File: src/rtl/irq_prio_pkg.sv
package irq_prio_pkg;
  localparam int NSRC  = 11;
  localparam int IDXW  = $clog2(NSRC);
  localparam int VEC_W = 14;
  localparam int STEP  = 4;

  function automatic logic [VEC_W-1:0] vec_of(input logic [IDXW-1:0] idx);
    if (idx == '0) vec_of = VEC_W'(NSRC * STEP);
    else           vec_of = VEC_W'(idx) * VEC_W'(STEP);
  endfunction
endpackage

File: src/rtl/irq_edge_bank.sv
module irq_edge_bank #(
  parameter int N = 11
) (
  input  logic         clk,
  input  logic         rst_n,
  input  logic [N-1:0] src,
  input  logic [N-1:0] edge_mode,
  input  logic [N-1:0] frc,
  input  logic [N-1:0] clr,
  output logic [N-1:0] pend
);
  for (genvar k = 0; k < N; k++) begin : g_src
    logic prev_q, lat_q, lat_d;

    always_comb begin
      if (edge_mode[k]) lat_d = (lat_q & ~clr[k]) | (src[k] & ~prev_q) | frc[k];
      else              lat_d = 1'b0;
    end

    always_ff @(posedge clk or negedge rst_n) begin
      if (!rst_n) begin
        prev_q <= 1'b0;
        lat_q  <= 1'b0;
      end else begin
        prev_q <= src[k];
        lat_q  <= lat_d;
      end
    end

    assign pend[k] = edge_mode[k] ? lat_q : src[k];

    AST_EDGE_HOLD: assert property (@(posedge clk) disable iff (!rst_n)
      (edge_mode[k] && lat_q && !clr[k]) |=> (lat_q || !edge_mode[k]));
  end
endmodule

File: src/rtl/irq_prio_sel.sv
module irq_prio_sel #(
  parameter int N    = 11,
  parameter int IDXW = 4
) (
  input  logic [N-1:0]    elig,
  output logic            any,
  output logic [IDXW-1:0] sel
);
  always_comb begin
    sel = '0;
    for (int i = N - 1; i >= 0; i--) begin
      if (elig[i]) sel = IDXW'(i);
    end
    any = |elig;
  end
endmodule

File: src/rtl/irq_svc_track.sv
module irq_svc_track #(
  parameter int N    = 11,
  parameter int IDXW = 4
) (
  input  logic            clk,
  input  logic            rst_n,
  input  logic            nest,
  input  logic            push,
  input  logic [IDXW-1:0] push_idx,
  input  logic            pop,
  output logic [N-1:0]    isr,
  output logic [N-1:0]    block
);
  logic [N-1:0]    isr_q, isr_d;
  logic [IDXW-1:0] top_idx;
  logic            busy;

  always_comb begin
    top_idx = '0;
    for (int i = N - 1; i >= 0; i--) begin
      if (isr_q[i]) top_idx = IDXW'(i);
    end
    busy = |isr_q;
  end

  always_comb begin
    for (int i = 0; i < N; i++) begin
      if (nest) block[i] = busy && (IDXW'(i) >= top_idx);
      else      block[i] = busy;
    end
  end

  always_comb begin
    isr_d = isr_q;
    if (pop && busy) isr_d[top_idx] = 1'b0;
    if (push)        isr_d[push_idx] = 1'b1;
  end

  always_ff @(posedge clk or negedge rst_n) begin
    if (!rst_n)          isr_q <= '0;
    else if (push || pop) isr_q <= isr_d;
  end

  assign isr = isr_q;
endmodule

File: src/rtl/irq_prio_ctrl.sv
module irq_prio_ctrl
  import irq_prio_pkg::*;
#(
  parameter int IDX_IRQ2 = 1,
  parameter int IDX_IRQ1 = 8,
  parameter int IDX_IRQ0 = 9
) (
  input  logic             clk,
  input  logic             rst_n,
  input  logic [NSRC-1:0]  src_i,
  input  logic             msk_we,
  input  logic [NSRC-1:0]  msk_wdata,
  input  logic             ctl_we,
  input  logic [2:0]       ctl_edge,
  input  logic             ctl_nest,
  input  logic [NSRC-1:0]  fc_set,
  input  logic [NSRC-1:0]  fc_clr,
  input  logic             glb_en,
  input  logic             glb_dis,
  input  logic             ack,
  input  logic             rti,
  output logic             irq_req,
  output logic [VEC_W-1:0] irq_vec
);
  localparam logic [NSRC-1:0] FIX_EDGE  = ~(NSRC'(1) << 2 | NSRC'(1) << 3);
  localparam logic [NSRC-1:0] NMI_BITS  = NSRC'(1);

  logic [NSRC-1:0] mask_q, mask_d;
  logic            blank_q;
  logic            gen_q, gen_d;
  logic            nest_q;
  logic [2:0]      ecfg_q;

  logic [NSRC-1:0] edge_mode, pend, elig, clr_v, isr, block, isr_upto;
  logic            any;
  logic [IDXW-1:0] sel;
  logic            ack_ok;

  always_comb begin
    edge_mode           = FIX_EDGE;
    edge_mode[IDX_IRQ2] = ecfg_q[0];
    edge_mode[IDX_IRQ1] = ecfg_q[1];
    edge_mode[IDX_IRQ0] = ecfg_q[2];
  end

  always_comb begin
    mask_d = msk_wdata;
    if (glb_dis)     gen_d = 1'b0;
    else if (glb_en) gen_d = 1'b1;
    else             gen_d = gen_q;
  end

  always_ff @(posedge clk or negedge rst_n) begin
    if (!rst_n) begin
      mask_q  <= '0;
      blank_q <= 1'b0;
      gen_q   <= 1'b1;
      nest_q  <= 1'b0;
      ecfg_q  <= '0;
    end else begin
      blank_q <= msk_we;
      gen_q   <= gen_d;
      if (msk_we) mask_q <= mask_d;
      if (ctl_we) begin
        nest_q <= ctl_nest;
        ecfg_q <= ctl_edge;
      end
    end
  end

  assign ack_ok = ack && irq_req;
  assign clr_v  = fc_clr | (ack_ok ? (NSRC'(1) << sel) : '0);

  irq_edge_bank #(.N(NSRC)) u_bank (
    .clk       (clk),
    .rst_n     (rst_n),
    .src       (src_i),
    .edge_mode (edge_mode),
    .frc       (fc_set),
    .clr       (clr_v),
    .pend      (pend)
  );

  irq_svc_track #(.N(NSRC), .IDXW(IDXW)) u_svc (
    .clk      (clk),
    .rst_n    (rst_n),
    .nest     (nest_q),
    .push     (ack_ok),
    .push_idx (sel),
    .pop      (rti),
    .isr      (isr),
    .block    (block)
  );

  assign elig = pend & (mask_q | NMI_BITS) & ~block;

  irq_prio_sel #(.N(NSRC), .IDXW(IDXW)) u_sel (
    .elig (elig),
    .any  (any),
    .sel  (sel)
  );

  assign irq_req = any && gen_q && !blank_q;
  assign irq_vec = irq_req ? vec_of(sel) : '0;

  assign isr_upto = isr & ((NSRC'(1) << (32'(sel) + 1)) - NSRC'(1));

  AST_MASK_BLANK: assert property (@(posedge clk) disable iff (!rst_n)
    $past(msk_we) |-> !irq_req);
  AST_DIS_QUIET: assert property (@(posedge clk) disable iff (!rst_n)
    $past(glb_dis) |-> !irq_req);
  AST_SEQ_HOLD: assert property (@(posedge clk) disable iff (!rst_n)
    (irq_req && !nest_q) |-> (isr == '0));
  AST_NEST_ABOVE: assert property (@(posedge clk) disable iff (!rst_n)
    (irq_req && nest_q) |-> (isr_upto == '0));
  AST_PD_NOMASK: assert property (@(posedge clk) disable iff (!rst_n)
    (pend[0] && gen_q && !blank_q && isr == '0) |-> (irq_req && irq_vec == VEC_W'(NSRC * STEP)));
endmodule

File: config.mk
export PLATFORM = sky130hd
export DESIGN_NAME = irq_prio_ctrl
export DESIGN_NICKNAME = d
export VERILOG_FILES = /design/src/rtl/irq_prio_pkg.sv /design/src/rtl/irq_edge_bank.sv /design/src/rtl/irq_prio_sel.sv /design/src/rtl/irq_svc_track.sv /design/src/rtl/irq_prio_ctrl.sv
export SDC_FILE = /design/constraint.sdc
export NUM_CORES = 1
export LEC_CHECK = 0
export BUFFER_PORTS_ARGS = -buffer_cell sky130_fd_sc_hd__buf_2
export CORE_MARGIN = 1.5
export CORE_UTILIZATION = 54
export CTS_BUF_LIST = sky130_fd_sc_hd__clkbuf_8
export CTS_CLUSTER_SIZE = 24
export DETAILED_ROUTE_END_ITERATION = 12
export GPL_TIMING_DRIVEN = 1
export PLACE_DENSITY_LB_ADDON = 0.25
export SLEW_MARGIN = 0
export SYNTH_ARGS = -nofsm -noshare
export SYNTH_HDL_FRONTEND = slang
export SYNTH_SLANG_ARGS = --single-unit
File: constraint.sdc
create_clock -name clk -period 2.92 [get_ports clk]
set_input_delay 0.584 -clock clk [delete_from_list [all_inputs] [get_ports clk]]
set_output_delay 0.584 -clock clk [all_outputs]
set_load 0.01 [all_outputs]
### Word level (Yosys, flattened, before mapping)

Cells that the tools add are included.

| cells by class | value |
|---|---|
| $add $sub $neg | 0 |
| multipliers | 0 |
| div/mod/pow operators | 0 |
| magnitude comparators | 15 |
| eq/ne operators | 0 |
| shift-type cells | 1 |
| multiplexer cells | 50 |
| bitwise operators | 61 |
| reductions and logical operators | 23 |

Operator list:

| cell | count |
|---|---|
| 4-bit 2-to-1 mux | 22 |
| 11-bit AND | 3 |
| 11-bit 2-to-1 mux | 3 |
| 11-bit inverter | 2 |
| 11-bit bitwise OR | 2 |
| 11-bit OR reduction | 2 |
| 1-bit 2-to-1 mux | 21 |
| 1-bit AND | 18 |
| 1-bit inverter | 18 |
| 1-bit bitwise OR | 18 |
| 1-bit logical AND | 17 |
| 3-bit by 4-bit >= comparator with 1-bit output (first input constant) | 4 |
| 4-bit >= comparator (first input constant) | 3 |
| 6-bit 2-to-1 mux | 2 |
| 1-bit by 4-bit left shift with 11-bit output (first input constant) | 1 |
| 4-bit by 5-bit < comparator with 1-bit output (second input constant) | 2 |
| 1-bit demux with 4-bit select | 2 |
| 1-bit by 4-bit >= comparator with 1-bit output (first input constant) | 2 |
| 2-bit by 4-bit >= comparator with 1-bit output (first input constant) | 2 |
| 4-bit by 1-bit >= comparator with 1-bit output (second input constant) | 2 |
| 4-bit zero test | 1 |
| 2-bit nonzero test | 1 |
| 1-bit zero test | 1 |
| 1-bit logical OR | 1 |

| word-level totals | value |
|---|---|
| register bits after elaboration | 46 |
| latch bits | 0 |
| memory bits (writable) | 0 |
| ROM bits | 0 |
| input port bits | 56 |
| output and inout port bits | 15 |
| logic and storage cells | 174 |
| memories kept | 0 |

### Logic depth before layout (Yosys ltp)

Gate-level depths: netlist of the first run.

| depth | value |
|---|---|
| depth after elaboration | 35 |
| depth in mapped cells | 8 |
| mapped depth without buffers | 7 |

### Hierarchy

A second synthesis of the first run with hierarchy kept.

| unflattened totals | value |
|---|---|
| cell total of the unflattened synthesis | 273 |
| area total of the unflattened synthesis | 2728.9 µm² |

By module, submodules not included:

| module | instances | cells an instance | area an instance (µm²) | seq. area each (µm²) |
|---|---|---|---|---|
| irq_prio_ctrl | 1 | 98 | 959.7 | 401.6 |
| irq_edge_bank | 1 | 66 | 908.4 | 550.5 |
| irq_svc_track | 1 | 90 | 748.2 | 275.3 |
| irq_prio_sel | 1 | 19 | 112.6 | 0.0 |

### Least setup slack after synthesis of the first run

OpenSTA, ideal clock, no wires.

| timing path | value |
|---|---|
| kind | reg-to-output |
| start | reg u_svc.isr_q[1], in the netlist u_svc.isr[1] |
| end | out irq_vec[3] |
| data arrival time | 2.176 ns |
| required time | 2.336 ns |
| slack | 0.160 ns |
| stages on the path, launching flop included | 8 |
| path buffers | 1 |
| cells stage by stage | dfrtp_1 -> buf_6 -> or4_4 -> or3_1 -> a22oi_2 -> nor3_1 -> a21oi_1 -> and2_1 |

| between the ends | value |
|---|---|
| elaborated cells between the ends (all ways) | 55 |
| those cells by class | 11 x order compare; 26 x mux; 2 x bitwise; 16 x reduce/logical |

RTL lines:

| item | line | text |
|---|---|---|
| from (decl) | irq_svc_track.sv:14 | `logic [N-1:0] isr_q, isr_d;` |
| from (signal assigned) | irq_svc_track.sv:41 | `else if (push \|\| pop) isr_q <= isr_d;` |
| 4-bit 2-to-1 mux (2 in series) | irq_svc_track.sv:21 | `if (isr_q[i]) top_idx = IDXW'(i);` |
| 1-bit by 4-bit >= comparator with 1-bit output (tied with other cells) | irq_svc_track.sv:28 | `if (nest) block[i] = busy && (IDXW'(i) >= top_idx);` |
| 1-bit logical AND | irq_svc_track.sv:28 |  |
| 1-bit 2-to-1 mux | irq_svc_track.sv:28 |  |
| 11-bit inverter (*) | irq_prio_ctrl.sv:95 | `assign elig = pend & (mask_q \| NMI_BITS) & ~block;` |
| 11-bit AND (*) | irq_prio_ctrl.sv:95 |  |
| 11-bit OR reduction (*) | irq_prio_sel.sv:14 | `any = \|elig;` |
| 1-bit logical AND (*) (2 in series) | irq_prio_ctrl.sv:103 | `assign irq_req = any && gen_q && !blank_q;` |
| net irq_req | irq_prio_ctrl.sv:22 | `output logic irq_req,` |
| 6-bit 2-to-1 mux (*) | irq_prio_ctrl.sv:104 | `assign irq_vec = irq_req ? vec_of(sel) : '0;` |
| to (decl) | irq_prio_ctrl.sv:23 | `output logic [VEC_W-1:0] irq_vec` |

The timed path passes the listed nets; every way through them passes the cells marked *.

### Worst setup path after layout of the first run

| timing path | value |
|---|---|
| start | reg u_svc.isr_q[3], in the netlist u_svc.isr[3] |
| end | out irq_vec[3] |

| between the ends | value |
|---|---|
| longest elaborated chain between the ends | 23 |
| elaborated cells between the ends (all ways) | 57 |
| those cells by class | 11 x order compare; 28 x mux; 2 x bitwise; 16 x reduce/logical |

RTL lines:

| item | line | text |
|---|---|---|
| 4-bit 2-to-1 mux (4 in series) | irq_svc_track.sv:21 |  |
| 4-bit >= comparator | irq_svc_track.sv:28 |  |
| 1-bit logical AND | irq_svc_track.sv:28 |  |
| 1-bit 2-to-1 mux | irq_svc_track.sv:28 |  |
| 11-bit inverter (*) | irq_prio_ctrl.sv:95 |  |
| 11-bit AND (*) | irq_prio_ctrl.sv:95 |  |
| 4-bit 2-to-1 mux (11 in series) | irq_prio_sel.sv:12 | `if (elig[i]) sel = IDXW'(i);` |
| 4-bit zero test | irq_prio_pkg.sv:8 | `if (idx == '0) vec_of = VEC_W'(NSRC * STEP);` |
| 6-bit 2-to-1 mux | irq_prio_pkg.sv:8 |  |
| 6-bit 2-to-1 mux (*) | irq_prio_ctrl.sv:104 |  |

Mark *: on every way between the ends. The rest lies on a longest branch, timed or not.

==> impl_metrics.json, run 1 <==
{
  "status": "finished, violations left",
  "violations": "DRC, setup timing",
  "crit_family": "simple AND/OR/NAND/NOR gates",
  "core-area_sq_um": 4444,
  "clkSinkCount": 45,
  "worst_pin_slew_ns": 1.018,
  "p_per_area_nw_per_um2": 995.5,
  "antennaDiodeCount": 0,
  "finClkSkew_ns": 0.009509,
  "synth-seq-cells": 45,
  "ir_drop_v": 0.0006901,
  "setup_viol": 5,
  "drc": 4,
  "clockBufferDepth": 2,
  "ff2ff_setup_slack_ns": 0.08,
  "ant_nets": 0,
  "final.setup.tns_ns": -0.3867,
  "cpMaxStageDelayCell": "or4_4",
  "mostFrequentLayoutCells": "buf_2 (54), dfrtp_1 (42), buf_4 (38)",
  "path_depth": 9,
  "pin_count": 71,
  "area_growth_pct": 33.73,
  "finalNetCount": 409,
  "final_hold_viol_count": 0,
  "grt_max_degree": 46,
  "hold_depth": 2,
  "crit_chain": "or4_4, buf_6, a2bb2oi_4, nor2_2, nor2_1, and2_4, o22ai_4, and2_4, buf_6",
  "multi_input_area_sq_um": 1406,
  "dieArea_sq_um": 5104,
  "min_path_type": "in -> reg",
  "wl_per_cell_um": 17.13,
  "dieWidth_um": 71.45,
  "start_kind": "flip-flop",
  "gp_congestion": 0.9437,
  "worst_slew_margin_rel": 0.3214,
  "grt_pass1_vias": 2235,
  "max_stage_delay_ns": 0.60,
  "worstSetupPathType": "reg -> out",
  "drt_pass1_iterations": 8,
  "dpl.hpwl_um": 4488,
  "viasPerCell": 5.884,
  "overflow": 0,
  "setup_ws_ns": -0.1773,
  "clk_pin_slew_ns": 0.08,
  "die_y_um": 71.45,
  "total_power_mw": 3.368,
  "cp.required_ns": 2.34,
  "gr-usage-all-layers": 0.2665,
  "antenna_found_initial": 0,
  "wl_um": 6954,
  "synth.cell_area_sq_um": 2530,
  "yosysUniqueCellTypes": 60,
  "grt_pass1_wl_um": 10390,
  "clkLatencyLatePin_ns": 0.30,
  "reg2reg_depth": 11,
  "min_to": "gen_q",
  "period_minus_slack_ns": 3.097,
  "r2r-end": "u_bank.g_src[10].lat_q",
  "avgSynthCellArea_sq_um": 9.960,
  "asyncSetResetFlopFracSynth": 1.000,
  "regArea_sq_um": 1130,
  "drive_gt1_frac": 0.4492,
  "worst_hold_slack_ns": 0.3803,
  "port_buffers": 55,
  "crit_path_end_kind": "output pin",
  "rsz0062_at_grt": "true",
  "cap_violations": 0,
  "drv_slew": 0,
  "syn_inst": 254,
  "cts_tree": "built",
  "rr_startpoint": "u_svc.isr[3]",
  "synth-main-ff-cell": "dfrtp_1",
  "crit_path_max_fanout": 4,
  "layout_commonest_cell": "buf_2",
  "synth-edff-count": 0,
  "cts-root-buf": "clkbuf_8",
  "cp.arrival_ns": 2.51,
  "num_vias": 2389,
  "yosysSeqAreaShare": 0.4456,
  "fmax_mhz": 322.9,
  "yosys_warnings": 0,
  "placementRows": 24,
  "htreeDepth": 2,
  "fillerInstances": 315,
  "drt-initial-drc-count": 290,
  "hold_start": "glb_dis",
  "initial_utilization": 0.5693,
  "numCtsBuffers": 5,
  "cp_num_buf_inv": 2,
  "timing.final.crit_share": 1.061,
  "leakagePower_nw": 1.599
}
[how the worst max path moves through the flow]
stage	from	to	slack, ns
final	u_svc.isr[3]	irq_vec[3]	-0.18
after CTS	u_svc.isr[2]	irq_vec[3]	-0.11
after detailed placement	u_svc.isr[3]	irq_vec[3]	0.12
after global placement	src_i[9]	irq_vec[3]	0.14
after floorplan	u_svc.isr[1]	irq_vec[3]	0.16
after global routing	u_svc.isr[3]	irq_vec[3]	-0.28
[cell families after synthesis]
logic type	after synthesis	share of synthesized area
other	1	0.001482
muxes	16	0.07122
and+or+nand+nor	81	0.1751
AOI/OAI and AO/OA	83	0.2463
buffers and inverters	28	0.06033
DFF	45	0.4456
[routing by layer]
metal / vias to the layer above / track usage / share of wire
li1: 1109 / - / -
met1: 1137 / 0.3644 / 0.40
met2: 121 / 0.4309 / 0.49
met3: 22 / 0.04782 / 0.082
met4: 0 / 0.08974 / 0.032
met5: - / 0 / 0
[cell usage after synthesis, drive strengths merged, types with 2 or more instances]
master,number,area (sq um)
o31a,2,17.52
a31oi,2,12.51
o21ai,23,122.6
nor2,16,60.06
nor3,6,41.29
o211ai,2,20.02
clkbuf,3,13.76
nor4,3,33.78
or2,4,25.02
a211oi,4,45.05
inv,14,52.55
nand2b,5,31.28
o2111ai,2,17.52
o31ai,7,66.31
dfrtp,44,1101
a221o,4,40.04
buf,11,86.33
nand3b,2,15.01
a21o,6,46.30
and2,3,21.27
o21a,3,22.52
nand4,2,12.51
mux2,16,180.2
nand2,23,86.33
nand3,6,35.03
or3,2,17.52
nor2b,6,37.54
a21oi,13,68.82
a21boi,3,22.52
[timing repair]
item                                    CTS  global route
hold buffers                              0             0
pin swaps                                 8            15
resized for setup                        12            17
buffers inserted                          7            11
endpoints found under the setup margin    5             5
[state kept, by name, summed over array words and instances, names as in the netlist]
register / cells
u_bank.g_src.lat_q: 9
u_svc.isr: 11
ecfg_q: 3
mask_q: 10
gen_q: 1
nest_q: 1
u_bank.g_src.prev_q: 9
blank_q: 1
[metrics by stage]
step | worst slack [ns] | cell area, sq um | utilization | instances
global placement | 0.1400 | 2984 | 0.6715 | 380
CTS | -0.1087 | 3213 | 0.7230 | 395
finish | -0.1773 | 3383 | 0.7613 | 406
detailed placement | 0.1219 | 2984 | 0.6715 | 380
global route | -0.2814 | 3383 | 0.7613 | 406
floorplan | 0.1604 | 2564 | - | 263
[cell type report]
cell class	count	area share
Sequential cell	45	0.3339
Inverter	14	0.01553
Multi-Input combinational cell	190	0.4157
Clock inverter	2	0.009985
Tap cell	52	0.01923
Clock buffer	6	0.02441
Timing Repair Buffer	97	0.1812
[where the power goes]
group / switching [mW] / total, mW / internal, mW
combinational: 1.08 / 2.10 / 1.02
clock: 0.210 / 0.486 / 0.276
sequential: 0.0799 / 0.779 / 0.699
Power figures use the tool's default switching activity.
==> run 2, diff against run 1 <==
--- a/config.mk
+++ b/config.mk
@@ -12,7 +12,7 @@
 export CTS_CLUSTER_SIZE = 24
 export DETAILED_ROUTE_END_ITERATION = 12
 export GPL_TIMING_DRIVEN = 1
-export PLACE_DENSITY_LB_ADDON = 0.25
+export PLACE_DENSITY = 0.82
 export SLEW_MARGIN = 0
 export SYNTH_ARGS = -nofsm -noshare
 export SYNTH_HDL_FRONTEND = slang
==> run 2 against run 1 <==
Effect of this change:
- the flow still finishes with violations (DRC, setup timing)
- clock skew fell by 0.0058 ns
- critical path depth did not move
- final area fell by 5.0%
- routed wire length fell by 4.4%
==> impl_metrics.json, run 2 (synthesized netlist as in run 1, its figures left out) <==
{
  "violations": "DRC, setup timing",
  "cp.required_ns": 2.34,
  "drt-initial-drc-count": 190,
  "grt_pass1_vias": 2359,
  "ant_nets": 0,
  "clockPowerShare": 0.128,
  "crit_path_end_kind": "output pin",
  "timing.final.crit_share": 1.060,
  "cp.arrival_ns": 2.51,
  "crit_path_max_fanout": 4,
  "wl_per_cell_um": 16.87,
  "dpl.hpwl_um": 4753,
  "drt_pass1_iterations": 12,
  "min_path_type": "in -> reg",
  "antenna_found_initial": 0,
  "period_minus_slack_ns": 3.097,
  "clkSinkCount": 45,
  "drv_slew": 0,
  "cpMaxStageDelayCell": "or4_4",
  "clk_pin_slew_ns": 0.08,
  "pin_count": 71,
  "clkLatencyLatePin_ns": 0.30,
  "clockBufferDepth": 2,
  "final_hold_viol_count": 0,
  "fmax_mhz": 322.9,
  "initial_utilization": 0.5693,
  "placementRows": 24,
  "ir_drop_v": 0.0007453,
  "grt_pass1_wl_um": 10940,
  "worstSetupPathType": "reg -> out",
  "leakagePower_nw": 1.507,
  "share_comb_of_total_power": 0.619,
  "overflow": 0,
  "htreeDepth": 2,
  "worst_hold_slack_ns": 0.3873,
  "worst_pin_slew_ns": 0.9793,
  "p_per_area_nw_per_um2": 953.1,
  "area_growth_pct": 27.00,
  "drc": 1,
  "cts-root-buf": "clkbuf_8",
  "mostFrequentLayoutCells": "buf_2 (54), dfrtp_1 (44), buf_4 (30)",
  "viasPerCell": 5.947,
  "gr-usage-all-layers": 0.2793,
  "largest_reg_flops": 11,
  "worst_slew_margin_rel": 0.3471,
  "status": "finished, violations left",
  "setup_ws_ns": -0.1766,
  "setup_viol": 5,
  "max_stage_delay_ns": 0.60,
  "cts_hold_buf": 0,
  "final_core_util": 0.7230,
  "switchingPower_mw": 1.311,
  "start_kind": "flip-flop",
  "sequentialPowerShare": 0.253,
  "dieWidth_um": 71.45,
  "layout_commonest_cell": "buf_2",
  "rsz0062_at_grt": "true",
  "num_vias": 2343,
  "core-area_sq_um": 4444,
  "grt_max_degree": 46,
  "gp_congestion": 0.9083,
  "dieArea_sq_um": 5104,
  "die_y_um": 71.45,
  "cts_tree": "built",
  "wl_um": 6648,
  "crit_top_cell": "nor2_1",
  "port_buffers": 55,
  "crit_chain": "or4_4, buf_6, a2bb2oi_2, nor2_1, nor2_1, and2_4, o22ai_1, and2_1, buf_2",
  "switching_share": 0.4281,
  "drive_gt1_frac": 0.4240,
  "power.internal_mw": 1.751,
  "finalNetCount": 398,
  "antennaDiodeCount": 0,
  "cap_violations": 0,
  "finClkSkew_ns": 0.003733,
  "numCtsBuffers": 5
}
-- run 2: cell type report --
cell class,count,area [sq um]
Multi-Input combinational cell,190,1364
Inverter,14,52.55
Sequential cell,45,1127
Clock inverter,1,3.754
Fill cell,325,1231
Tap cell,52,65.06
Clock buffer,6,82.58
Timing Repair Buffer,86,518.0
-- run 2: worst paths after layout --
check                                   from               endpoint  slack (ns)  cells past startpoint
worst max-delay path            u_svc.isr[2]             irq_vec[3]       -0.18                      9
worst min-delay path                 glb_dis                  gen_q        0.39                      2
worst max register to register  u_svc.isr[2]  u_bank.g_src[4].lat_q        0.17                      8
worst min register to register         gen_q                  gen_q        0.50                      2
max in group asynchronous              rst_n              mask_q[5]        1.88                      1
min in group asynchronous              rst_n              ecfg_q[0]        0.43                      1
-- run 2: worst max-delay path, delay by kind of cell (launching register included) --
kind	cells	cell delay, ns
AOI/OAI and AO/OA	2	0.32
buffers and inverters	2	0.29
DFF	1	0.42
and+or+nand+nor	5	1.18
-- run 2: what timing repair did --
item	4_1_cts	5_1_grt
buffers inserted	5	0
endpoints found under the hold margin	0	0
endpoints found under the setup margin	5	5
pin swaps	8	0
resized for setup	15	4
cloned	0	0
-- run 2: power by group through the flow --
stage	clock network [mW]	registers, mW	logic (mW)
final	0.391	0.775	1.90
after detailed placement	0	0.782	1.60
after global placement	0	0.778	1.57
after floorplan	0	0.766	0.990
after CTS	0.395	0.771	1.80
after global routing	0.417	0.786	2.02
-- run 2: layer usage --
metal	routed length [um]	vias up	share of wire	GRT usage
met5	0	-	0	0
met1	2785	1126	0.42	0.3641
li1	-	1082	-	-
met2	3268	109	0.49	0.4673
met4	177	0	0.027	0.1154
met3	417	26	0.063	0.04219
-- run 2: per-stage QoR --
step	power, mW	instances	TNS [ns]	area, sq um	worst slack, ns
2_1_floorplan	1.755	263	0	2564	0.1604
3_3_place_gp	2.352	382	0	2999	0.1359
3_5_place_dp	2.381	382	0	2999	0.1199
4_1_cts	2.961	394	-0.2227	3193	-0.1115
5_1_grt	3.220	394	-0.8945	3213	-0.3019
6_report	3.062	394	-0.4755	3213	-0.1766
==> run 3, diff against run 2 <==
--- a/config.mk
+++ b/config.mk
@@ -7,12 +7,12 @@
 export LEC_CHECK = 0
 export BUFFER_PORTS_ARGS = -buffer_cell sky130_fd_sc_hd__buf_2
 export CORE_MARGIN = 1.5
-export CORE_UTILIZATION = 54
+export CORE_UTILIZATION = 58
 export CTS_BUF_LIST = sky130_fd_sc_hd__clkbuf_8
 export CTS_CLUSTER_SIZE = 24
 export DETAILED_ROUTE_END_ITERATION = 12
 export GPL_TIMING_DRIVEN = 1
-export PLACE_DENSITY = 0.82
+export PLACE_DENSITY = 0.87
 export SLEW_MARGIN = 0
 export SYNTH_ARGS = -nofsm -noshare
 export SYNTH_HDL_FRONTEND = slang
==> constraint.sdc (replaced) <==
create_clock -name clk -period 3.67 [get_ports clk]
set_input_delay 0.734 -clock clk [delete_from_list [all_inputs] [get_ports clk]]
set_output_delay 0.734 -clock clk [all_outputs]
set_load 0.01 [all_outputs]
==> run 3 against run 2 <==
Effect of this change:
- the flow now finishes without violations
- global-route usage shrank 1.4 points
- non-clock buffer count fell by 27
- final cell count is 7.1% lower
- power fell by 33%
- clock skew rose by 0.0078 ns
- critical path depth unchanged
- clock-buffer cell count unchanged
- combinational power decreased by 42%
- first-iteration DRC count increased by 56%
- worst setup slack better by 0.37 ns
- register-to-register slack better by 0.83 ns
- critical path type unchanged
==> impl_metrics.json, run 3 (synthesized netlist as in run 1, its figures left out) <==
{
  "port_buffers": 55,
  "dieArea_sq_um": 4767,
  "hold_start": "gen_q",
  "cpMaxStageDelayCell": "dfrtp_1",
  "drt_pass1_iterations": 8,
  "worst_slew_margin_rel": 0.3562,
  "min_path_type": "reg -> reg",
  "worstSetupPathType": "reg -> out",
  "htreeDepth": 2,
  "initial_utilization": 0.6191,
  "antenna_found_initial": 0,
  "mostFrequentLayoutCells": "buf_2 (55), dfrtp_1 (44), nand2_1 (23)",
  "drt-initial-drc-count": 296,
  "clkSinkCount": 45,
  "finClkSkew_ns": 0.01151,
  "ir_drop_v": 0.0004637,
  "largest_reg_flops": 11,
  "worst_pin_slew_ns": 0.9658,
  "worst_hold_slack_ns": 0.5017,
  "clockBufferDepth": 2,
  "drc": 0,
  "wl_per_cell_um": 16.93,
  "fmax_mhz": 287.6,
  "cp.required_ns": 2.94,
  "area_growth_pct": 16.07,
  "rsz0062_at_grt": "false",
  "antennaDiodeCount": 0,
  "gp_congestion": 0.9378,
  "setup_viol": 0,
  "p_per_area_nw_per_um2": 698.2,
  "crit_path_max_fanout": 6,
  "pin_count": 71,
  "cap_violations": 0,
  "finalNetCount": 371,
  "fillerInstances": 297,
  "dieWidth_um": 69.05,
  "period_minus_slack_ns": 3.477,
  "final_hold_viol_count": 0,
  "wl_um": 6195,
  "clkLatencyLatePin_ns": 0.31,
  "cts_tree": "built",
  "regArea_sq_um": 1127,
  "gr-usage-all-layers": 0.2652,
  "placementRows": 23,
  "layout_commonest_cell": "buf_2",
  "drive_gt1_frac": 0.3386,
  "drv_slew": 0,
  "crit_chain": "nor4_4, buf_4, o211a_1, nand3_1, a211oi_2, o31a_1, o22ai_1, and2_1, buf_2",
  "final.setup.tns_ns": 0,
  "multi_input_area_sq_um": 1299,
  "grt_pass1_vias": 2248,
  "start_kind": "flip-flop",
  "cp_num_buf_inv": 2,
  "crit_family": "compound AO/OA/AOI/OAI gates",
  "ant_nets": 0,
  "die_y_um": 69.05,
  "clk_pin_slew_ns": 0.09,
  "cts-root-buf": "clkbuf_8",
  "dpl.hpwl_um": 4583,
  "max_stage_delay_ns": 0.47,
  "viasPerCell": 6.257,
  "numCtsBuffers": 5,
  "grt_pass1_wl_um": 10190,
  "leakagePower_nw": 1.373,
  "cts_hold_buf": 0,
  "cp.arrival_ns": 2.74,
  "crit_path_end_kind": "output pin",
  "grt_max_degree": 46,
  "core-area_sq_um": 4086,
  "crit_start": "u_svc.isr[7]",
  "overflow": 0,
  "rr_startpoint": "u_svc.isr[3]",
  "timing.final.crit_share": 0.9475,
  "num_vias": 2290,
  "status": "finished, final reports clean"
}
==> run 3: changes by cell type in the layout (fill, tap and decap cells not counted), moves of 2 or more <==
cell     delta
nor3_2      -3
buf_6       -2
buf_4      -26
nor2_2      -2
o21ai_0     +2
nor2_1      +2
o21ai_2     -2
nor3_1      +3
==> run 3: through the flow <==
step / utilization / power [mW] / instances / area [sq um] / setup WS (ns)
2_1_floorplan: - / 1.397 / 263 / 2564 / 0.7604
3_3_place_gp: 0.6855 / 1.609 / 354 / 2801 / 0.5710
3_5_place_dp: 0.6855 / 1.642 / 354 / 2801 / 0.5128
4_1_cts: 0.7076 / 1.957 / 362 / 2892 / 0.1351
5_1_grt: 0.7186 / 2.170 / 366 / 2937 / 0.04342
6_report: 0.7186 / 2.050 / 366 / 2937 / 0.1928
==> run 3: worst reg2reg max path, stage by stage (launching register included) <==
cell and delay, ns:
dfrtp_1 0.49, or4_4 0.62, a2111oi_2 0.30, o21ai_1 0.16, a22oi_2 0.24, o211ai_2 0.24, a221o_1 0.37, a21o_1 0.16
==> run 3: final timing paths <==
path                                           to  slack, ns  cells past startpoint
setup / recovery                       irq_vec[3]       0.19                      9
hold / removal                              gen_q       0.50                      2
setup reg to reg            u_bank.g_src[4].lat_q       1.00                      7
hold reg to reg                             gen_q       0.50                      2
max in group asynchronous               mask_q[8]       2.48                      1
min in group asynchronous  u_bank.g_src[8].prev_q       0.58                      1
==> run 3: per-layer routing <==
layer | part of all wire | wire length [um] | GRT usage
met5 | 0 | 0 | 0
met4 | 0.021 | 132 | 0.09586
met3 | 0.10 | 629 | 0.07164
met2 | 0.49 | 3034 | 0.4423
met1 | 0.39 | 2398 | 0.3308
==> run 3: power breakdown <==
part | total [mW] | switching, mW | leakage [nW] | internal [mW]
combinational | 1.10 | 0.667 | 0.779 | 0.437
clock | 0.312 | 0.164 | 0.0538 | 0.148
sequential | 0.634 | 0.0796 | 0.540 | 0.555
==> run 3: layout make-up <==
class | count | share of cell area
Clock buffer | 6 | 0.02812
Clock inverter | 2 | 0.002556
Timing Repair Buffer | 59 | 0.1040
Tap cell | 50 | 0.02130
Sequential cell | 45 | 0.3839
Inverter | 14 | 0.01790
Multi-Input combinational cell | 190 | 0.4423
==> run 3: what timing repair did <==
action | CTS | global route
setup buffers | 0 | 4
setup endpoints to repair | 0 | 3
resized for setup | 0 | 2
